$ cat config.mk
export PLATFORM = sky130hd
export DESIGN_NAME = ddc_stream_tx
export DESIGN_NICKNAME = d
export VERILOG_FILES = /design/src/rtl/ddc_stream_pkg.sv /design/src/rtl/ddc_stream_ctrl.sv /design/src/rtl/ddc_stream_dp.sv /design/src/rtl/ddc_stream_tx.sv
export SDC_FILE = /design/constraint.sdc
export NUM_CORES = 1
export LEC_CHECK = 0
export BUFFER_PORTS_ARGS = -buffer_cell sky130_fd_sc_hd__buf_2
export CAP_MARGIN = 25
export CELL_PAD_IN_SITES_DETAIL_PLACEMENT = 1
export CELL_PAD_IN_SITES_GLOBAL_PLACEMENT = 2
export CORE_MARGIN = 4
export CORE_UTILIZATION = 33
export CTS_BUF_LIST = sky130_fd_sc_hd__clkbuf_4 sky130_fd_sc_hd__clkbuf_8 sky130_fd_sc_hd__clkbuf_16
export CTS_CLUSTER_DIAMETER = 200
export DETAILED_ROUTE_END_ITERATION = 8
export GPL_TIMING_DRIVEN = 0
export MAX_ROUTING_LAYER = met4
export PLACE_DENSITY_LB_ADDON = 0.1
export SETUP_SLACK_MARGIN = 0.05
export SLEW_MARGIN = 30
export SYNTH_ARGS = -nofsm -noshare
export SYNTH_HDL_FRONTEND = slang
export SYNTH_SLANG_ARGS = --single-unit
$ cat constraint.sdc
create_clock -name clk -period 4.2 [get_ports clk]
set_input_delay 0 -clock clk [delete_from_list [all_inputs] [get_ports clk]]
set_output_delay 0 -clock clk [all_outputs]
set_load 0.02 [all_outputs]
$ cat src/rtl/ddc_stream_pkg.sv
package ddc_stream_pkg;
  localparam int DATA_W     = 8;
  localparam int FRAME_BITS = DATA_W + 1;
  localparam int BIT_W      = $clog2(FRAME_BITS);

  typedef struct packed {
    logic             emit;
    logic             clear;
    logic             nullBit;
    logic [BIT_W-1:0] bitSel;
  } txStrobe_t;
endpackage

$ cat src/rtl/ddc_stream_ctrl.sv
module ddc_stream_ctrl
  import ddc_stream_pkg::*;
#(
  parameter int ADDR_W      = 7,
  parameter int SYNC_CYCLES = 9
) (
  input  logic              clk,
  input  logic              rstN,
  input  logic              vclkRise,
  input  logic              enable,
  input  logic              restart,
  output logic [ADDR_W-1:0] addr,
  output txStrobe_t         strobe
);
  localparam int SYNC_W   = $clog2(SYNC_CYCLES + 1);
  localparam int LAST_BIT = FRAME_BITS - 1;

  logic [SYNC_W-1:0] syncCnt;
  logic              syncDone;
  logic [BIT_W-1:0]  bitCnt;
  logic              step;
  logic              syncEnd;
  logic              emit;
  logic              frameEnd;

  assign step     = vclkRise & enable & ~restart;
  assign syncEnd  = (syncCnt == SYNC_W'(SYNC_CYCLES));
  assign emit     = step & (syncDone | syncEnd);
  assign frameEnd = (bitCnt == BIT_W'(LAST_BIT));

  // Sync phase: count released strobes until the first data bit is due.
  always_ff @(posedge clk) begin
    if (!rstN) begin
      syncCnt  <= '0;
      syncDone <= 1'b0;
    end else if (step && !syncDone) begin
      if (syncEnd) syncDone <= 1'b1;
      else         syncCnt  <= syncCnt + SYNC_W'(1);
    end
  end

  // Bit position in the frame and byte address (wraps through its width).
  always_ff @(posedge clk) begin
    if (!rstN || restart) begin
      bitCnt <= '0;
      addr   <= '0;
    end else if (emit) begin
      if (frameEnd) begin
        bitCnt <= '0;
        addr   <= addr + ADDR_W'(1);
      end else begin
        bitCnt <= bitCnt + BIT_W'(1);
      end
    end
  end

  always_comb begin
    strobe.emit    = emit;
    strobe.clear   = restart;
    strobe.nullBit = frameEnd;
    strobe.bitSel  = bitCnt;
  end
endmodule

$ cat src/rtl/ddc_stream_dp.sv
module ddc_stream_dp
  import ddc_stream_pkg::*;
(
  input  logic              clk,
  input  logic              rstN,
  input  logic              enable,
  input  txStrobe_t         strobe,
  input  logic [DATA_W-1:0] memData,
  output logic              sdaPullLow
);
  logic [DATA_W-1:0] shifted;
  logic              driveLow;

  assign shifted = memData << strobe.bitSel;

  always_ff @(posedge clk) begin
    if (!rstN || strobe.clear) begin
      driveLow <= 1'b0;
    end else if (strobe.emit) begin
      driveLow <= strobe.nullBit ? 1'b0 : ~shifted[DATA_W-1];
    end
  end

  assign sdaPullLow = driveLow & enable;
endmodule

$ cat src/rtl/ddc_stream_tx.sv
module ddc_stream_tx
  import ddc_stream_pkg::*;
#(
  parameter int ADDR_W      = 7,
  parameter int SYNC_CYCLES = 9
) (
  input  logic              clk,
  input  logic              rstN,
  input  logic              vclkRise,
  input  logic              enable,
  input  logic              restart,
  input  logic [DATA_W-1:0] memData,
  output logic [ADDR_W-1:0] memAddr,
  output logic              sdaPullLow
);
  txStrobe_t strobe;

  ddc_stream_ctrl #(.ADDR_W(ADDR_W), .SYNC_CYCLES(SYNC_CYCLES)) u_ctrl (
    .clk(clk), .rstN(rstN), .vclkRise(vclkRise), .enable(enable),
    .restart(restart), .addr(memAddr), .strobe(strobe)
  );

  ddc_stream_dp u_dp (
    .clk(clk), .rstN(rstN), .enable(enable), .strobe(strobe),
    .memData(memData), .sdaPullLow(sdaPullLow)
  );
endmodule

# --- Yosys cells after proc, flatten, opt, wreduce, memory -nomap -nowiden ---
# Index checks and enable logic that the tools add are counted.
word_totals:
  ff_bits: 17
  inputBits: 13
op_classes:
  bitwise: 8
  n_reduce_logical: 7
  shifts: 1
  n_mux: 2
  add_sub_neg: 3
  n_eq_ne: 2
ops:
  columns: ["op", "count"]
  rows:
  - ["$add 4x1->4 const B", 2]
  - ["$eq 4x4->1 const B", 2]
  - ["$shl 8x4->8", 1]
  - ["$add 7x1->7 const B", 1]
  - ["$reduce_and 2->1", 3]
  - ["$and 1x1->1", 4]
  - ["$mux 4", 1]
  - ["$not 1->1", 3]
  - ["$logic_not 1->1", 2]
  - ["$logic_and 1x1->1", 1]
  - ["$logic_or 1x1->1", 1]
  - ["$mux 1", 1]
  - ["$or 1x1->1", 1]

# --- Depth between registers and ports, before layout ---
logic_depth:
  word_depth: 4
  ltp_mapped: 7
  depth_no_buf: 6

# --- Modules after synthesis ---
# Synthesis repeated with hierarchy kept, for this count alone.
hier_totals:
  hier_cells: 112
  area_unflattened_um2: 1009.7
modules_own_cells:
  columns: ["module", "area_per_inst_um2", "cells_each", "instances"]
  rows:
  - ["ddc_stream_ctrl", 885.8, 97, 1]
  - ["ddc_stream_dp", 123.9, 15, 1]

# --- Worst setup path before layout ---
# OpenSTA, ideal clock, no wires.
synth_timing:
  path_type: "register -> register"
  startpoint: "register u_ctrl.syncCnt[0]"
  endpoint: "register u_ctrl.bitCnt[3]"
  period_less_slack_ps: 1548
  required_time_ps: 4126
  setup_slack_ps: 2652
  stages_incl_launch_ff: 6
  t_arrival_ps: 1473
  cell_sequence: "dfxtp_1 ha_1 and3b_2 o21ai_2 or4_1 a31oi_1"
synth_between:
  elab_chain_cells: 3
synth_lines:
  columns: ["element", "line", "text"]
  rows:
  - ["from (decl)", "ddc_stream_ctrl.sv:18", "logic [SYNC_W-1:0] syncCnt;"]
  - ["from (signal assigned)", "ddc_stream_ctrl.sv:38", "else syncCnt <= syncCnt + SYNC_W'(1);"]
  - ["$eq 4x4->1", "ddc_stream_ctrl.sv:27", "assign syncEnd = (syncCnt == SYNC_W'(SYNC_CYCLES));"]
  - ["$or 1x1->1", "ddc_stream_ctrl.sv:28", "assign emit = step & (syncDone | syncEnd);"]
  - ["$and 1x1->1", "ddc_stream_ctrl.sv:28", null]
  - ["to (signal assigned)", "ddc_stream_ctrl.sv:52", "bitCnt <= bitCnt + BIT_W'(1);"]
  - ["to (decl)", "ddc_stream_ctrl.sv:20", "logic [BIT_W-1:0] bitCnt;"]
# Every way passes these cells.
# A chain may end at the register's enable or synchronous reset.

# --- Final worst setup path ---
# Same ends and word-level chain as after synthesis.

==> results by group <==
Run status
  – Outcome: finished, final reports clean

Run
  – Max Cap Viol: 0

Synth
  – Dominant synthesized flop cell: dfxtp_1
  – Post-Synthesis Cells: 103
  – Synth cell count leaders: dfxtp_1 (17), a21oi_1 (8), inv_1 (7), o21ai_0 (7), or3_1 (7)
  – Count leader, synth: dfxtp_1
  – Warnings from Yosys: 0
  – Yosys top cell by area: dfxtp_1
  – Seq/Total Area, Yosys: 0.365
  – Syn Area/Cell: 9.06 sq um
  – Area contributors post-synth: dfxtp_1 (36%), ha_1 (6.7%), or3_1 (4.7%), a21oi_1 (4.3%), o21ai_0 (3.8%)
  – Netlist cell types: 31
  – Synth Cell Area: 933 sq um
  – Synthesis-stage register bit count: 17
  – Total nets after synthesis: 121
  – Post-synthesis async set-or-reset flop share: 0
  – Area share of the largest cell type after synthesis: 0.365
  – Post-synth EDFFs: 0

Min path
  – Hold Path Origin: restart
  – Worst Hold Path EP: u_dp.driveLow
  – Hold depth: 4
  – HP Class: primary input to flop

Timing
  – Worst hold slack: 0.0129 ns
  – Slew Viols, Final: 0
  – Setup TNS Final: 0 ns
  – Tightest Pin Transition: 0.451 ns
  – Min Tclk post-route: 1.72 ns
  – Final Skew: 0.00780 ns
  – Final Hold Viols: 0
  – FMAX: 581 MHz
  – Final setup viols: 0
  – Rel. slew slack: 0.699
  – Unrepaired setup endpoints after global routing: no
  – Fin crit share: 0.410

Global routing
  – First-pass GRT wire length: 3370 um
  – Total congestion overflow: 0
  – Initial antenna violation count: 0
  – Largest net degree at the start of global routing: 11
  – Vias in the first global route: 794
  – GRT Util Overall: 0.125

Drt
  – Routed wl met2: 983 um
  – Initial DRC count: 27
  – Post-Route WL: 1980 um
  – Met3 WL: 94 um
  – Drt pass-1 iters: 4
  – Routed len/inst: 12.4 um
  – DRC: 0
  – Max Used Layer: met4
  – Metal-1 WL: 877 um
  – Via Count: 823
  – Final ANT Viol Nets: 0
  – Vias per Instance: 5.18

Placement
  – Gpl congestion: 0.766
  – Dpl hpwl: 1570 um
  – Port Buffers: 20
  – DP Cell Count: 154

Floorplanning
  – Die height: 61.2 um
  – Rows: 19
  – Area of the core: 0.00273 sq mm
  – Chip Width: 61.2 um
  – Initial Utilization: 0.341
  – Die Area: 0.00374 sq mm
  – Ports: 21

Clocking
  – Clock Root Buffer: clkbuf_4
  – Clk sinks: 17
  – H-tree depth: 1
  – Hold Buf Count CTS: 1
  – Clk Latency, worst-skew pair: 0.29 ns
  – Setup Buffers After CTS: 0
  – Maximum clock insertion buffer count: 2
  – PostCTS Resize Cnt: 0
  – Clock-pin transition on the worst setup and hold timing paths: 0.10 ns
  – Total CTS buffers: 3
  – CTS tree: done

Critical path
  – R2R Setup Slk: 2.48 ns
  – CP Max Fanout: 9
  – Worst setup EP type: flop
  – Critical Path RT: 4.42 ns
  – Worst r2r path cells: 5
  – Reg2reg start: u_ctrl.syncCnt[0]
  – FF-to-FF End: u_ctrl.bitCnt[3]
  – Critical setup path kind: flop to flop
  – Crit path launch type: flop
  – Worst path arrival time: 1.94 ns

Power and ir drop
  – Combinational fraction of design power: 0.064
  – Leakage power: 0.453 nW
  – PD cells: 245 mW/mm^2
  – Peak VDD IR: 0.159 mV
  – Sequential share of power: 0.602
  – Internal power: 0.207 mW
  – Clk network pwr share: 0.334
  – Switch share: 0.236
  – Psw: 0.0641 mW

Cells and area
  – # diodes: 0
  – P&R area growth vs syn: 18.9%
  – Non-filler cells, final: 159
  – Final core occ: 0.406
  – Nets@finish: 147
  – Layout cells sized above 1: 0.258
## per-stage QoR
step / setup slack, ns / area (sq um) / total power [mW]
global route: 2.32 / 1110 / 0.286
CTS: 2.45 / 1110 / 0.278
global placement: 2.50 / 1070 / 0.184
finish: 2.48 / 1110 / 0.272
detailed placement: 2.47 / 1070 / 0.184
floorplan: 2.65 / 933 / 0.176
## worst max-delay path by stage
stage,to,start,slack (ns),depth (start not counted)
after floorplan,u_ctrl.bitCnt[3],u_ctrl.syncCnt[0],2.65,5
after detailed placement,u_ctrl.bitCnt[3],u_ctrl.syncCnt[0],2.47,5
after CTS,u_ctrl.bitCnt[3],u_ctrl.syncCnt[0],2.45,5
after global routing,u_ctrl.addr[4],u_ctrl.bitCnt[0],2.32,7
after global placement,u_ctrl.bitCnt[3],u_ctrl.syncCnt[0],2.50,5
final,u_ctrl.bitCnt[3],u_ctrl.syncCnt[0],2.48,5
## routing by layer
metal | vias to the layer above | track usage
met5 | - | -
met4 | 0 | 0.0557
met3 | 2 | 0.0252
met2 | 14 | 0.208
met1 | 389 | 0.144
li1 | 418 | -
## logic make-up after synthesis
group,count (synthesis),synth area share
AO/OA/AOI/OAI,24,0.168
XOR/XNOR,3,0.0282
adder cells (fa/ha/maj),5,0.0670
buffers and inverters,10,0.0563
flip-flops,17,0.365
multiplexers,5,0.0684
AND/OR/NAND/NOR,39,0.248
## power by group through the flow
stage	Sequential (mW)	Clock (mW)	Combinational, mW
after floorplan	0.167	0	0.00888
after global placement	0.167	0	0.0167
after detailed placement	0.167	0	0.0171
after CTS	0.164	0.0968	0.0179
after global routing	0.164	0.102	0.0202
final	0.163	0.0906	0.0174
## critical path, stage by stage (launching register included)
cell and delay [ns]:
dfxtp_1 0.42, ha_1 0.17, and3b_2 0.27, o21ai_2 0.15, or4_1 0.49, a31oi_1 0.17
## cell usage in the layout, fill, tap and decap left out, types with 3 or more instances in the layout
master,netlist,routed
ha_1,5,5
nor2_1,5,5
mux2i_1,3,3
nor2b_1,3,3
dfxtp_1,17,17
inv_1,7,7
a21oi_1,8,8
nand2_1,6,6
clkbuf_4,0,3
buf_2,0,20
and3b_2,3,3
nand4_1,3,3
or3_1,7,7
o21ai_0,7,7
nand3_1,4,4
and2_1,4,4
## flip-flops by register name (all words and copies together) (netlist names)
register / count
u_dp.driveLow: 1
u_ctrl.syncCnt: 4
u_ctrl.syncDone: 1
u_ctrl.addr: 7
u_ctrl.bitCnt: 4
## final cells by class
class | count | area [sq um]
Clock buffer | 3 | 22.5
Clock inverter | 1 | 5.00
Timing Repair Buffer | 21 | 110
Inverter | 7 | 26.3
Buffer | 3 | 26.3
Multi-Input combinational cell | 76 | 541
Tap cell | 31 | 38.8
Fill cell | 342 | 1620
Sequential cell | 17 | 340
No activity file was read; power rests on OpenSTA's default activity.
